==> config.mk <==
export PLATFORM = sky130hd
export DESIGN_NAME = rtc_regblock
export DESIGN_NICKNAME = d
export VERILOG_FILES = /design/src/rtl/rtc_pkg.sv /design/src/rtl/rtc_addr_decode.sv /design/src/rtl/rtc_clock_core.sv /design/src/rtl/rtc_scratch_bank.sv /design/src/rtl/rtc_regblock.sv
export SDC_FILE = /design/constraint.sdc
export NUM_CORES = 1
export LEC_CHECK = 0
export BUFFER_PORTS_ARGS = -buffer_cell sky130_fd_sc_hd__buf_4
export CORE_MARGIN = 2
export CORE_UTILIZATION = 40
export CTS_BUF_LIST = sky130_fd_sc_hd__clkbuf_2 sky130_fd_sc_hd__clkbuf_4 sky130_fd_sc_hd__clkbuf_8
export CTS_CLUSTER_SIZE = 10
export DETAILED_ROUTE_END_ITERATION = 10
export GPL_ROUTABILITY_DRIVEN = 0
export PLACE_DENSITY = 0.68
export SETUP_SLACK_MARGIN = 0.02
export SYNTH_ARGS = -nofsm -noshare
export SYNTH_HDL_FRONTEND = slang
export SYNTH_SLANG_ARGS = --single-unit
export TNS_END_PERCENT = 10
==> constraint.sdc <==
create_clock -name clk -period 12.3 [get_ports clk]
set_input_delay 2.46 -clock clk [delete_from_list [all_inputs] [get_ports clk]]
set_output_delay 2.46 -clock clk [all_outputs]
set_load 0.005 [all_outputs]
==> src/rtl/rtc_pkg.sv <==
// Shared definitions for the calendar clock register block.
// Assumes a 32-bit data path and the field positions listed here.
package rtc_pkg;
    localparam int DATA_W        = 32;
    localparam int DATE_FLAG_BIT = 7;
    localparam int TIME_FLAG_BIT = 8;

    typedef enum logic [2:0] {
        REG_NONE,
        REG_CTRL,
        REG_DATE,
        REG_TIME,
        REG_GP
    } reg_sel_e;
endpackage

==> src/rtl/rtc_addr_decode.sv <==
// Address decoder: maps a byte offset to a register selector for one of two
// layouts. Assumes ADDR_W covers the 1 KiB window; misaligned offsets decode
// to nothing.
module rtc_addr_decode
    import rtc_pkg::*;
#(
    parameter int ADDR_W = 10,
    parameter int LAYOUT = 0,
    parameter int NUM_GP = 4,
    parameter int GP_IW  = 3
) (
    input  logic [ADDR_W-1:0] addr,
    output reg_sel_e          sel,
    output logic [GP_IW-1:0]  gp_idx
);
    localparam int WW = ADDR_W - 2;
    localparam logic [WW-1:0] W_CTRL   = WW'(0);
    localparam logic [WW-1:0] W_DATE   = (LAYOUT == 0) ? WW'(1) : WW'(4);
    localparam logic [WW-1:0] W_TIME   = (LAYOUT == 0) ? WW'(2) : WW'(5);
    localparam logic [WW-1:0] W_GP0    = (LAYOUT == 0) ? WW'(8) : WW'(64);
    localparam logic [WW-1:0] W_GP_END = W_GP0 + WW'(NUM_GP);

    logic [WW-1:0] word;
    logic [WW-1:0] gp_off;
    assign word   = addr[ADDR_W-1:2];
    assign gp_off = word - W_GP0;

    // Pick the register selected by an aligned word offset.
    always_comb begin
        sel    = REG_NONE;
        gp_idx = '0;
        if (addr[1:0] == 2'b00) begin
            if (word == W_CTRL)      sel = REG_CTRL;
            else if (word == W_DATE) sel = REG_DATE;
            else if (word == W_TIME) sel = REG_TIME;
            else if (word >= W_GP0 && word < W_GP_END) begin
                sel    = REG_GP;
                gp_idx = GP_IW'(gp_off);
            end
        end
    end
endmodule

==> src/rtl/rtc_clock_core.sv <==
// Time and date storage with the one-second advance. Bus writes take
// priority over the tick. Assumes tick is a single-cycle pulse.
module rtc_clock_core
    import rtc_pkg::*;
(
    input  logic              clk,
    input  logic              rst_n,
    input  logic              tick,
    input  logic              wr_date,
    input  logic              wr_time,
    input  logic [DATA_W-1:0] wdata,
    output logic [DATA_W-1:0] date_q,
    output logic [DATA_W-1:0] time_q
);
    localparam logic [7:0] SEC_MAX  = 8'd59;
    localparam logic [7:0] MIN_MAX  = 8'd59;
    localparam logic [7:0] HOUR_MAX = 8'd23;
    localparam logic [2:0] DOW_MAX  = 3'd6;

    logic [7:0] sec, mins, hour, day;
    logic [2:0] dow;
    logic       sec_wrap, min_wrap, hour_wrap;
    logic [DATA_W-1:0] time_next, date_next;

    assign sec  = time_q[7:0];
    assign mins = time_q[15:8];
    assign hour = time_q[23:16];
    assign dow  = time_q[31:29];
    assign day  = date_q[7:0];

    // Carry chain from seconds up to the day field.
    always_comb begin
        sec_wrap  = (sec >= SEC_MAX);
        min_wrap  = sec_wrap && (mins >= MIN_MAX);
        hour_wrap = min_wrap && (hour >= HOUR_MAX);
        time_next = time_q;
        date_next = date_q;
        time_next[7:0] = sec_wrap ? 8'd0 : sec + 8'd1;
        if (sec_wrap)  time_next[15:8]  = (mins >= MIN_MAX) ? 8'd0 : mins + 8'd1;
        if (min_wrap)  time_next[23:16] = (hour >= HOUR_MAX) ? 8'd0 : hour + 8'd1;
        if (hour_wrap) begin
            time_next[31:29] = (dow >= DOW_MAX) ? 3'd0 : dow + 3'd1;
            date_next[7:0]   = day + 8'd1;
        end
    end

    // Time word: bus write wins, else tick advance.
    always_ff @(posedge clk) begin
        if (!rst_n)       time_q <= '0;
        else if (wr_time) time_q <= wdata;
        else if (tick)    time_q <= time_next;
    end

    // Date word: bus write wins, else day bump on hour wrap.
    always_ff @(posedge clk) begin
        if (!rst_n)       date_q <= '0;
        else if (wr_date) date_q <= wdata;
        else if (tick)    date_q <= date_next;
    end

    p_sec_roll_r6: assert property (@(posedge clk) disable iff (!rst_n)
        (tick && !wr_time && time_q[7:0] == 8'd59) |=> time_q[7:0] == 8'd0);
    p_min_carry_r6: assert property (@(posedge clk) disable iff (!rst_n)
        (tick && !wr_time && time_q[7:0] == 8'd59 && time_q[15:8] < 8'd59)
        |=> time_q[15:8] == $past(time_q[15:8]) + 8'd1);
    p_dow_wrap_r7: assert property (@(posedge clk) disable iff (!rst_n)
        (tick && !wr_time && time_q[23:0] == 24'h173B3B && time_q[31:29] == 3'd6)
        |=> time_q[31:29] == 3'd0);
    p_write_wins_r8: assert property (@(posedge clk) disable iff (!rst_n)
        wr_time |=> time_q == $past(wdata));
    p_date_write_r8: assert property (@(posedge clk) disable iff (!rst_n)
        wr_date |=> date_q == $past(wdata));
endmodule

==> src/rtl/rtc_scratch_bank.sv <==
// General-purpose scratch words: plain read/write storage with a
// combinational read mux. Assumes idx is below NUM_REGS when wr_en is high.
module rtc_scratch_bank #(
    parameter int NUM_REGS = 4,
    parameter int DATA_W   = 32,
    parameter int IDX_W    = 3
) (
    input  logic              clk,
    input  logic              rst_n,
    input  logic              wr_en,
    input  logic [IDX_W-1:0]  idx,
    input  logic [DATA_W-1:0] wdata,
    output logic [DATA_W-1:0] rd_val
);
    logic [DATA_W-1:0] mem [NUM_REGS];

    for (genvar i = 0; i < NUM_REGS; i++) begin : g_word
        // One scratch word, loaded when addressed by a write.
        always_ff @(posedge clk) begin
            if (!rst_n)                              mem[i] <= '0;
            else if (wr_en && idx == IDX_W'(i))      mem[i] <= wdata;
        end

        p_store_r10: assert property (@(posedge clk) disable iff (!rst_n)
            (wr_en && idx == IDX_W'(i)) |=> mem[i] == $past(wdata));
    end

    // Select the addressed word for reading.
    always_comb begin
        rd_val = '0;
        for (int i = 0; i < NUM_REGS; i++)
            if (idx == IDX_W'(i)) rd_val = mem[i];
    end
endmodule

==> src/rtl/rtc_regblock.sv <==
// Top of the calendar clock register block: decodes bus accesses, keeps the
// sticky update markers, and registers read data. Assumes single-cycle
// accesses and a one-cycle tick pulse.
module rtc_regblock
    import rtc_pkg::*;
#(
    parameter int ADDR_W = 10,
    parameter int LAYOUT = 0
) (
    input  logic              clk,
    input  logic              rst_n,
    input  logic              tick_1hz,
    input  logic              bus_sel,
    input  logic              bus_wr,
    input  logic [ADDR_W-1:0] bus_addr,
    input  logic [31:0]       bus_wdata,
    output logic [31:0]       bus_rdata
);
    localparam int NUM_GP = (LAYOUT == 0) ? 4 : 8;
    localparam int GP_IW  = $clog2(NUM_GP);

    reg_sel_e          sel;
    logic [GP_IW-1:0]  gp_idx;
    logic              wr_en, rd_en, wr_date, wr_time, wr_gp, rd_ctrl;
    logic              date_flag, time_flag;
    logic [DATA_W-1:0] date_q, time_q, gp_rd, ctrl_word, rd_next;

    rtc_addr_decode #(
        .ADDR_W(ADDR_W), .LAYOUT(LAYOUT), .NUM_GP(NUM_GP), .GP_IW(GP_IW)
    ) u_dec (
        .addr(bus_addr), .sel(sel), .gp_idx(gp_idx)
    );

    assign wr_en   = bus_sel && bus_wr;
    assign rd_en   = bus_sel && !bus_wr;
    assign wr_date = wr_en && sel == REG_DATE;
    assign wr_time = wr_en && sel == REG_TIME;
    assign wr_gp   = wr_en && sel == REG_GP;
    assign rd_ctrl = rd_en && sel == REG_CTRL;

    rtc_clock_core u_core (
        .clk(clk), .rst_n(rst_n), .tick(tick_1hz),
        .wr_date(wr_date), .wr_time(wr_time), .wdata(bus_wdata),
        .date_q(date_q), .time_q(time_q)
    );

    rtc_scratch_bank #(
        .NUM_REGS(NUM_GP), .DATA_W(DATA_W), .IDX_W(GP_IW)
    ) u_gp (
        .clk(clk), .rst_n(rst_n), .wr_en(wr_gp), .idx(gp_idx),
        .wdata(bus_wdata), .rd_val(gp_rd)
    );

    // Sticky update markers: set by date/time writes, cleared by a control read.
    always_ff @(posedge clk) begin
        if (!rst_n) begin
            date_flag <= 1'b0;
            time_flag <= 1'b0;
        end else if (rd_ctrl) begin
            date_flag <= 1'b0;
            time_flag <= 1'b0;
        end else begin
            if (wr_date) date_flag <= 1'b1;
            if (wr_time) time_flag <= 1'b1;
        end
    end

    // Assemble the control word from the markers.
    always_comb begin
        ctrl_word = '0;
        ctrl_word[DATE_FLAG_BIT] = date_flag;
        ctrl_word[TIME_FLAG_BIT] = time_flag;
    end

    // Read mux over the decoded register.
    always_comb begin
        case (sel)
            REG_CTRL: rd_next = ctrl_word;
            REG_DATE: rd_next = date_q;
            REG_TIME: rd_next = time_q;
            REG_GP:   rd_next = gp_rd;
            default:  rd_next = '0;
        endcase
    end

    // Registered read data, updated only on a read strobe.
    always_ff @(posedge clk) begin
        if (!rst_n)     bus_rdata <= '0;
        else if (rd_en) bus_rdata <= rd_next;
    end

    p_date_flag_r3: assert property (@(posedge clk) disable iff (!rst_n)
        wr_date |=> date_flag);
    p_time_flag_r3: assert property (@(posedge clk) disable iff (!rst_n)
        wr_time |=> time_flag);
    p_ctrl_clear_r4: assert property (@(posedge clk) disable iff (!rst_n)
        rd_ctrl |=> (!date_flag && !time_flag));
    p_unmapped_zero_r5: assert property (@(posedge clk) disable iff (!rst_n)
        (rd_en && sel == REG_NONE) |=> bus_rdata == 32'd0);
    p_rdata_hold_r9: assert property (@(posedge clk) disable iff (!rst_n)
        !rd_en |=> $stable(bus_rdata));
endmodule

==> impl_metrics.ini, run 1 <==
[outcome]
status = complete, no violations

[clock_tree]
clock_latency_ns = 0.53
clk_path_buf_depth = 3
clkTransAtPathRegs_ns = 0.06
cts_root_buf = clkbuf_8
cts_resized = 0
cts-buffers-inserted = 38
cts_sinks = 226
post_cts_buffers = 0
h-tree-depth = 2
postCtsHoldBufs = 0
cts_tree = yes

[route]
met2WireLength_mm = 14.1
wl_met1_mm = 13.6
wirelength_mm = 31.0
drtIter0Drc = 723
route.met3.wl_mm = 2.62
topRoutingLayerUsed = met4
drt_pass1_iterations = 8
drtAntennaViolNets = 0
vias_per_cell = 5.93
wl_per_cell_microns = 21.1
vias = 8699
drcViolationCount = 0

[critical_path]
reg2reg_depth = 5
crit_arrival_ns = 4.98
startpoint_type = primary input
cp.required_ns = 12.44
cp_cell_sequence = buf_4 > or4_4 > nor3_1 > nand3_1 > o21ai_4
cp-end-kind = flip-flop
cpMaxStageDelayCell = o21ai_4
cp.depth = 5
critPathTopFamily = simple AND/OR/NAND/NOR gates
crit_buf_inv = 1
critPathMaxStageDelay_ns = 0.96
critPathKind = primary input to flip-flop
crit_fanout = 32

[global_route]
grt_pass1_wl_mm = 47.4
grtUsageTotal_pct = 21.6
grt_pass1_vias = 7992
grt_max_degree = 93
antenna_found_initial = 1
overflow = 0

[synth]
synth-seq-cells = 226
yosys-top-cells-area = edfxtp_1 (36%), dfxtp_1 (18%), and2_1 (7.6%)
syn-instance-count = 1059
synth_area_sq_um = 10800
yosysSeqAreaShare_pct = 54.0
syn_nets = 1111
synth_area_leader_cell = edfxtp_1
async_reset_ff_share_pct = 0
synthFlopType = edfxtp_1
ys_warn_count = 0
syn_area_per_cell_sq_um = 10.2
synth_cell_type_count = 63
synth_top_area_share_pct = 35.7
synth_edf_count = 128

[cells_and_area]
antenna_cells = 0
layout-drive-gt1-share_pct = 16.0
final_net_count = 1152
syn_to_final_growth_pct = 14.6
fin_cells = 1467
finish.utilization_pct = 46.3

[place]
dp_hpwl_mm = 19.7
placedCellCount = 1401
place_ws_ns = 6.89
portBuffers = 78

[timing]
maxSlewHeadroom_pct = 20.5
final.setup.tns_ns = 0
finalHoldViolations = 0
slew_violations = 0
setup_viol = 0
finClkSkew_ns = 0.0333
period_share_pct = 39.3
whs_ns = 0.453
fin_ws_ns = 7.47
rsz0062_at_grt = false
fin_crit_ns = 4.83
worst_pin_slew_ns = 1.19
max_freq_mhz = 207

[floorplan]
initial_core_util_pct = 40.4
core_area_sq_um = 26700
num_rows = 60
ioPinCount = 79
die_height_microns = 168
die_x_microns = 168
dieArea_sq_um = 28200

[pwr]
power_density_nw_per_um2 = 127
leakagePower_nw = 4.16
vdd_drop_max_mv = 0.0660

[worst_hold_path]
hold_depth = 2
hp-class = flip-flop to flip-flop

[flow_run]
maxCapViolCount = 0
## path summary, 6_finish.rpt
path                                         from                end  slack, ns
worst max-delay path                  bus_addr[8]    u_gp.mem[3][25]       7.47
worst min-delay path            u_core.date_q[12]  u_core.date_q[12]       0.45
worst max register to register   u_core.time_q[0]  u_core.time_q[31]       9.87
worst min register to register  u_core.date_q[12]  u_core.date_q[12]       0.45
## layer usage
layer | up-vias | track usage [%]
li1 | 4058 | -
met1 | 4196 | 30.9
met4 | 0 | 6.24
met3 | 58 | 4.30
met2 | 387 | 33.3
met5 | - | 0
## logic make-up (layout without fill, tap and decap cells)
family | Yosys count | in the layout | share of synthesized area, %
buf+inv | 97 | 164 | 3.54
flops | 226 | 226 | 54.0
fa+ha+maj | 5 | 5 | 0.582
compound gates | 334 | 334 | 20.5
simple gates | 394 | 394 | 21.2
mux | 3 | 3 | 0.291
## layout by cell type (no fill, tap or decap), types with 5 or more instances in the layout
master	n
edfxtp_1	128
o21ai_1	6
buf_4	93
clkbuf_8	39
o31ai_1	7
or3_1	6
nor2_1	44
dfxtp_1	98
clkinv_2	5
nand2_1	75
a41oi_1	30
ha_1	5
or2_2	5
nand4_1	5
or4_1	6
o21ai_0	94
nor2b_1	32
nand3_1	19
a31oi_1	20
a22o_1	30
clkbuf_4	10
a21oi_1	51
o22ai_1	31
clkinv_1	10
and2_1	131
a32oi_1	30
o2111ai_1	5
nand3b_1	32
nor3_1	5
## worst min-delay path, stage by stage, from the launching register on
cell and delay (ns):
dfxtp_1 0.31, nand2_1 0.05, a21oi_1 0.05
## synthesized netlist by cell type (all sizes together), types with 9 or more instances
| library cell | count |
|---|---|
| buf | 12 |
| nand3 | 20 |
| a31oi | 21 |
| a22o | 30 |
| nor2 | 45 |
| and2 | 131 |
| a21oi | 52 |
| clkbuf | 80 |
| a41oi | 30 |
| nand3b | 32 |
| nand2 | 75 |
| a32oi | 30 |
| nor3 | 9 |
| o21ai | 103 |
| nor2b | 34 |
| dfxtp | 98 |
| edfxtp | 128 |
| o22ai | 31 |
## area by class of cell
cell class / count / area [sq um]
clock inverters: 17 / 100
flip-flops and latches: 226 / 5810
fillers: 2382 / 14300
inverters: 5 / 18.8
repair buffers: 93 / 698
multi-input cells: 736 / 4670
clock buffers: 49 / 612
well taps: 341 / 427
## flip-flops by register name, indices dropped and copies added (netlist names)
| register | flops |
|---|---|
| date_flag | 1 |
| bus_rdata | 32 |
| time_flag | 1 |
| u_core.time_q | 32 |
| u_gp.mem | 128 |
| u_core.date_q | 32 |
## per-stage QoR
| stage | power (mW) | instance area [sq um] |
|---|---|---|
| global placement | 0.936 | 11600 |
| finish | 1.57 | 12300 |
| floorplan | 0.889 | 10800 |
| global route | 1.62 | 12300 |
| CTS | 1.57 | 12300 |
| detailed placement | 0.938 | 11600 |
## where the power goes
group	total, mW	internal [mW]	switching, mW
Sequential	0.825	0.819	0.00597
Combinational	0.0989	0.0281	0.0708
Clock	0.644	0.345	0.298
(Power assumes the default switching activity.)
==> run 2, diff against run 1 <==
--- a/config.mk
+++ b/config.mk
@@ -12,7 +12,7 @@
 export CTS_CLUSTER_SIZE = 10
 export DETAILED_ROUTE_END_ITERATION = 10
 export GPL_ROUTABILITY_DRIVEN = 0
-export PLACE_DENSITY = 0.68
+export PLACE_DENSITY = 0.7
 export SETUP_SLACK_MARGIN = 0.02
 export SYNTH_ARGS = -nofsm -noshare
 export SYNTH_HDL_FRONTEND = slang
==> constraint.sdc (replaced) <==
create_clock -name clk -period 4.43 [get_ports clk]
set_input_delay 0.886 -clock clk [delete_from_list [all_inputs] [get_ports clk]]
set_output_delay 0.886 -clock clk [all_outputs]
set_load 0.005 [all_outputs]
==> impl_metrics.ini, run 2 (same netlist as run 1, synthesis figures left out) <==
[floorplan]
dieArea_sq_um = 28200
ioPinCount = 79
num_rows = 60
die_x_microns = 168
die_height_microns = 168
initial_core_util_pct = 40.4
core_area_sq_um = 26700

[critical_path]
crit_fanout = 17
cp.required_ns = 4.66
crit_arrival_ns = 3.14
startpoint_type = primary input
cp-end-kind = flip-flop
critPathKind = primary input to flip-flop

[route]
drtAntennaViolNets = 0
drtIter0Drc = 936
wl_per_cell_microns = 21.0
vias_per_cell = 5.95
drt_pass1_iterations = 5
drcViolationCount = 0
vias = 8752
wirelength_mm = 30.9

[cells_and_area]
layout-drive-gt1-share_pct = 16.9
layout_commonest_cell = and2_1
syn_to_final_growth_pct = 15.1
layout_common_cells = and2_1 (131), edfxtp_1 (128), buf_4 (101)
num-fill-cells = 2386
finish.utilization_pct = 46.5
final_net_count = 1159
top_register = u_gp.mem
antenna_cells = 0
largest_reg_flops = 128
final_area_sq_um = 12400
fin_cells = 1472

[clock_tree]
postCtsHoldBufs = 0
cts_tree = yes
cts-buffers-inserted = 36
clk_path_buf_depth = 3
cts_sinks = 226
cts_root_buf = clkbuf_8
h-tree-depth = 2
cts_resized = 0
clkTransAtPathRegs_ns = 0.06
post_cts_buffers = 0
clock_latency_ns = 0.52

[global_route]
grt_pass1_wl_mm = 48.3
grt_pass1_vias = 8376
overflow = 0
grt_max_degree = 75
grtUsageTotal_pct = 21.9
antenna_found_initial = 0

[pwr]
p_total_mw = 4.31
vdd_drop_max_mv = 0.149
leakagePower_nw = 4.21
power_density_nw_per_um2 = 348

[timing]
fin_ws_ns = 1.52
setup_viol = 0
whs_ns = 0.454
slew_violations = 0
max_freq_mhz = 344
finalHoldViolations = 0
worst_pin_slew_ns = 1.08
period_share_pct = 65.6
finClkSkew_ns = 0.0283
rsz0062_at_grt = false
final.setup.tns_ns = 0
maxSlewHeadroom_pct = 27.9
fin_crit_ns = 2.91

[place]
dp_hpwl_mm = 20.3
portBuffers = 78
postPlaceCellArea_sq_um = 11700
place_ws_ns = 0.971
placedCellCount = 1409

[worst_hold_path]
hp-class = flip-flop to flip-flop

[outcome]
status = complete, no violations

[flow_run]
maxCapViolCount = 0
==> run 2: cell type report <==
| type | instances | area (sq um) | area share (%) |
|---|---|---|---|
| clock buffers | 54 | 649 | 5.25 |
| clock inverters | 8 | 36.3 | 0.293 |
| inverters | 5 | 18.8 | 0.152 |
| multi-input cells | 736 | 4660 | 37.7 |
| flip-flops and latches | 226 | 5810 | 46.9 |
| well taps | 341 | 427 | 3.45 |
| repair buffers | 102 | 778 | 6.29 |
==> run 2: per-layer routing <==
layer	track usage, %	share of wire [%]
met5	0	0
met4	7.60	2.9
met2	34.5	47
met1	30.2	42
met3	4.21	8.2
==> run 2: worst paths after layout <==
check	cells past startpoint	to	start	slack [ns]
hold / removal	2	u_core.date_q[15]	u_core.date_q[15]	0.45
setup reg to reg	6	u_core.date_q[3]	u_core.time_q[0]	2.22
setup / recovery	6	u_gp.mem[3][9]	bus_addr[8]	1.52
hold reg to reg	2	u_core.date_q[15]	u_core.date_q[15]	0.45
==> run 2: power by group <==
group	internal [mW]	total [mW]	switching, mW
Sequential	2.27	2.29	0.0172
Clock	0.935	1.74	0.804
Combinational	0.0817	0.279	0.197
Total	3.29	4.31	1.02
==> run 2: critical path, cell delays in order <==
cell and delay, ns:
buf_4 0.12, or4_4 0.58, nor3_1 0.36, nand3_1 0.33
o21ai_4 0.60, buf_12 0.24
==> run 3, diff against run 2 <==
--- a/config.mk
+++ b/config.mk
@@ -5,6 +5,7 @@
 export SDC_FILE = /design/constraint.sdc
 export NUM_CORES = 1
 export LEC_CHECK = 0
+export ABC_AREA = 1
 export BUFFER_PORTS_ARGS = -buffer_cell sky130_fd_sc_hd__buf_4
 export CORE_MARGIN = 2
 export CORE_UTILIZATION = 40
@@ -12,7 +13,7 @@
 export CTS_CLUSTER_SIZE = 10
 export DETAILED_ROUTE_END_ITERATION = 10
 export GPL_ROUTABILITY_DRIVEN = 0
-export PLACE_DENSITY = 0.7
+export PLACE_DENSITY = 0.68
 export SETUP_SLACK_MARGIN = 0.02
 export SYNTH_ARGS = -nofsm -noshare
 export SYNTH_HDL_FRONTEND = slang
==> constraint.sdc (replaced) <==
create_clock -name clk -period 2.75 [get_ports clk]
set_input_delay 0.55 -clock clk [delete_from_list [all_inputs] [get_ports clk]]
set_output_delay 0.55 -clock clk [all_outputs]
set_load 0.005 [all_outputs]
==> impl_metrics.ini, run 3 <==
[global_route]
antenna_found_initial = 0
overflow = 0
grt_pass1_wl_mm = 49.1
grt_max_degree = 65
grt_pass1_vias = 8936
grtUsageTotal_pct = 22.1

[route]
drcViolationCount = 0
vias = 9581
drtAntennaViolNets = 0
wl_per_cell_microns = 17.5
drt_pass1_iterations = 6
drtIter0Drc = 974
wirelength_mm = 31.4
vias_per_cell = 5.35

[place]
portBuffers = 78
dp_hpwl_mm = 20.7
place_ws_ns = 0.308
placedCellCount = 1720

[synth]
yosys-top-cells-area = edfxtp_1 (35%), dfxtp_1 (18%), nand2_1 (9.0%)
syn_area_per_cell_sq_um = 8.13
synth_top_area_share_pct = 35.5
syn_nets = 1385
yosysMostFrequentCell = nand2_1
async_reset_ff_share_pct = 0
syn-instance-count = 1333
synth_edf_count = 128
ys_warn_count = 0
synthFlopType = edfxtp_1
yosysSeqAreaShare_pct = 53.6
netlist_top_cells_count = nand2_1 (261), nor2_1 (232), nand3_1 (155), inv_1 (133), edfxtp_1 (128)
synth-seq-cells = 226
synth_area_sq_um = 10800
synth_cell_type_count = 33
synth_area_leader_cell = edfxtp_1

[critical_path]
critPathTopFamily = simple AND/OR/NAND/NOR gates
cp_cell_sequence = ha_1 > or2_2 > nand3_1 > nand2_1 > nand3_1 > inv_2 > nand2_1 > nor2_1 > nand2_1 > nand3_1 > nand2_1 > inv_1
reg2reg_to = u_core.date_q[0]
cp.required_ns = 3.23
reg2reg_depth = 12
ff2ff_setup_slack_ns = 0.35
cp-end-kind = flip-flop
cpMaxStageDelayCell = dfxtp_1
r2r_start = u_core.time_q[8]
crit_fanout = 6
crit_buf_inv = 2
crit_arrival_ns = 2.88
critPathKind = flip-flop to flip-flop
critPathMaxStageDelay_ns = 0.43
crit_top_cell = nand2_1
startpoint_type = flip-flop

[cells_and_area]
layout_commonest_cell = nand2_1
final_net_count = 1472
syn_to_final_growth_pct = 17.9
layout_common_cells = nand2_1 (261), nor2_1 (230), nand3_1 (155)
num-fill-cells = 2542
top_register = u_gp.mem
finish.utilization_pct = 47.7
largest_reg_flops = 128
antenna_cells = 0
fin_cells = 1792
layout-drive-gt1-share_pct = 14.8

[floorplan]
num_rows = 60
dieArea_sq_um = 28400
die_height_microns = 169
initial_core_util_pct = 40.4
ioPinCount = 79
core_area_sq_um = 26800
die_x_microns = 169

[clock_tree]
h-tree-depth = 2
postCtsHoldBufs = 0
cts_tree = yes
clk_path_buf_depth = 3
cts_sinks = 226
clkTransAtPathRegs_ns = 0.06
cts_resized = 0
cts_root_buf = clkbuf_8
clock_latency_ns = 0.53
cts-buffers-inserted = 39
post_cts_buffers = 0

[pwr]
vdd_drop_max_mv = 0.231
leakagePower_nw = 5.34
p_total_mw = 7.18
power_density_nw_per_um2 = 562

[worst_hold_path]
hold_path_end = u_core.time_q[21]
min_from = bus_wdata[21]
hp-class = primary input to flip-flop
hold_depth = 3

[timing]
rsz0062_at_grt = false
slew_violations = 0
worst_pin_slew_ns = 0.916
whs_ns = 0.292
finalHoldViolations = 0
setup_viol = 0
fin_crit_ns = 2.40
finClkSkew_ns = 0.0143
period_share_pct = 87.1
maxSlewHeadroom_pct = 38.9
max_freq_mhz = 417
fin_ws_ns = 0.354

[flow_run]
maxCapViolCount = 0

[outcome]
status = complete, no violations
run 3: cell types whose count changed in the layout (fill, tap and decap cells not counted), moves of 31 or more:
cell      before  now
o21ai_0       94   45
nor2b_1       32    0
and2_1       131    0
nand2_1       75  261
o22ai_1       31    0
inv_1          4  132
o211ai_1       1   39
nand3b_1      32    0
nand3_1       19  155
nor2_1        44  230
run 3: logic make-up after synthesis:
| logic type | synth area share, % |
|---|---|
| xor gates and xnor gates | 0.728 |
| AOI/OAI and AO/OA | 10.0 |
| adders and majority gates | 0.577 |
| buffers and inverters | 8.12 |
| and+or+nand+nor | 27.0 |
| DFF | 53.6 |
run 3: cell type report:
cell class / instances / area (sq um) / share of cell area (%)
Tap cell: 341 / 427 / 3.34
Inverter: 138 / 518 / 4.05
Multi-Input combinational cell: 891 / 4190 / 32.8
Timing Repair Buffer: 124 / 1030 / 8.07
Clock buffer: 59 / 712 / 5.57
Clock inverter: 13 / 90.1 / 0.705
Sequential cell: 226 / 5810 / 45.4
run 3: tightest hold or removal path: cells and delay by family:
family	cells	cell delay (ns)
AOI/OAI and AO/OA	1	0.05
buffers and inverters	1	0.11
and+or+nand+nor	1	0.05
run 3: per-layer routing:
layer | share of wire (%) | vias up | global-route usage, %
met2 | 46 | 400 | 35.9
met5 | 0 | - | 0
met3 | 7.7 | 60 | 3.60
met4 | 1.9 | 0 | 6.22
met1 | 44 | 4537 | 30.6
li1 | - | 4584 | -
run 3: per-stage QoR:
stage / TNS (ns) / area (sq um)
global route: 0 / 12800
CTS: 0 / 12800
floorplan: -45.10 / 10800
finish: 0 / 12800
global placement: 0 / 12000
detailed placement: 0 / 12000
run 3: where the power goes:
part	leakage [nW]	internal (mW)	switching (mW)
sequential	2.00	3.66	0.0302
clock	0.429	1.76	1.35
combinational	2.91	0.109	0.268
run 3: worst max-delay path by stage:
| stage | from | to | cells after the start |
|---|---|---|---|
| 2_1_floorplan | bus_addr[6] | u_gp.mem[1][0] | 7 |
| 5_1_grt | u_core.time_q[8] | u_core.date_q[1] | 12 |
| 6_report | u_core.time_q[8] | u_core.date_q[0] | 12 |
| 4_1_cts | u_core.time_q[8] | u_core.date_q[0] | 12 |
| 3_3_place_gp | bus_addr[6] | u_gp.mem[1][6] | 9 |
| 3_5_place_dp | bus_addr[8] | u_gp.mem[1][6] | 9 |
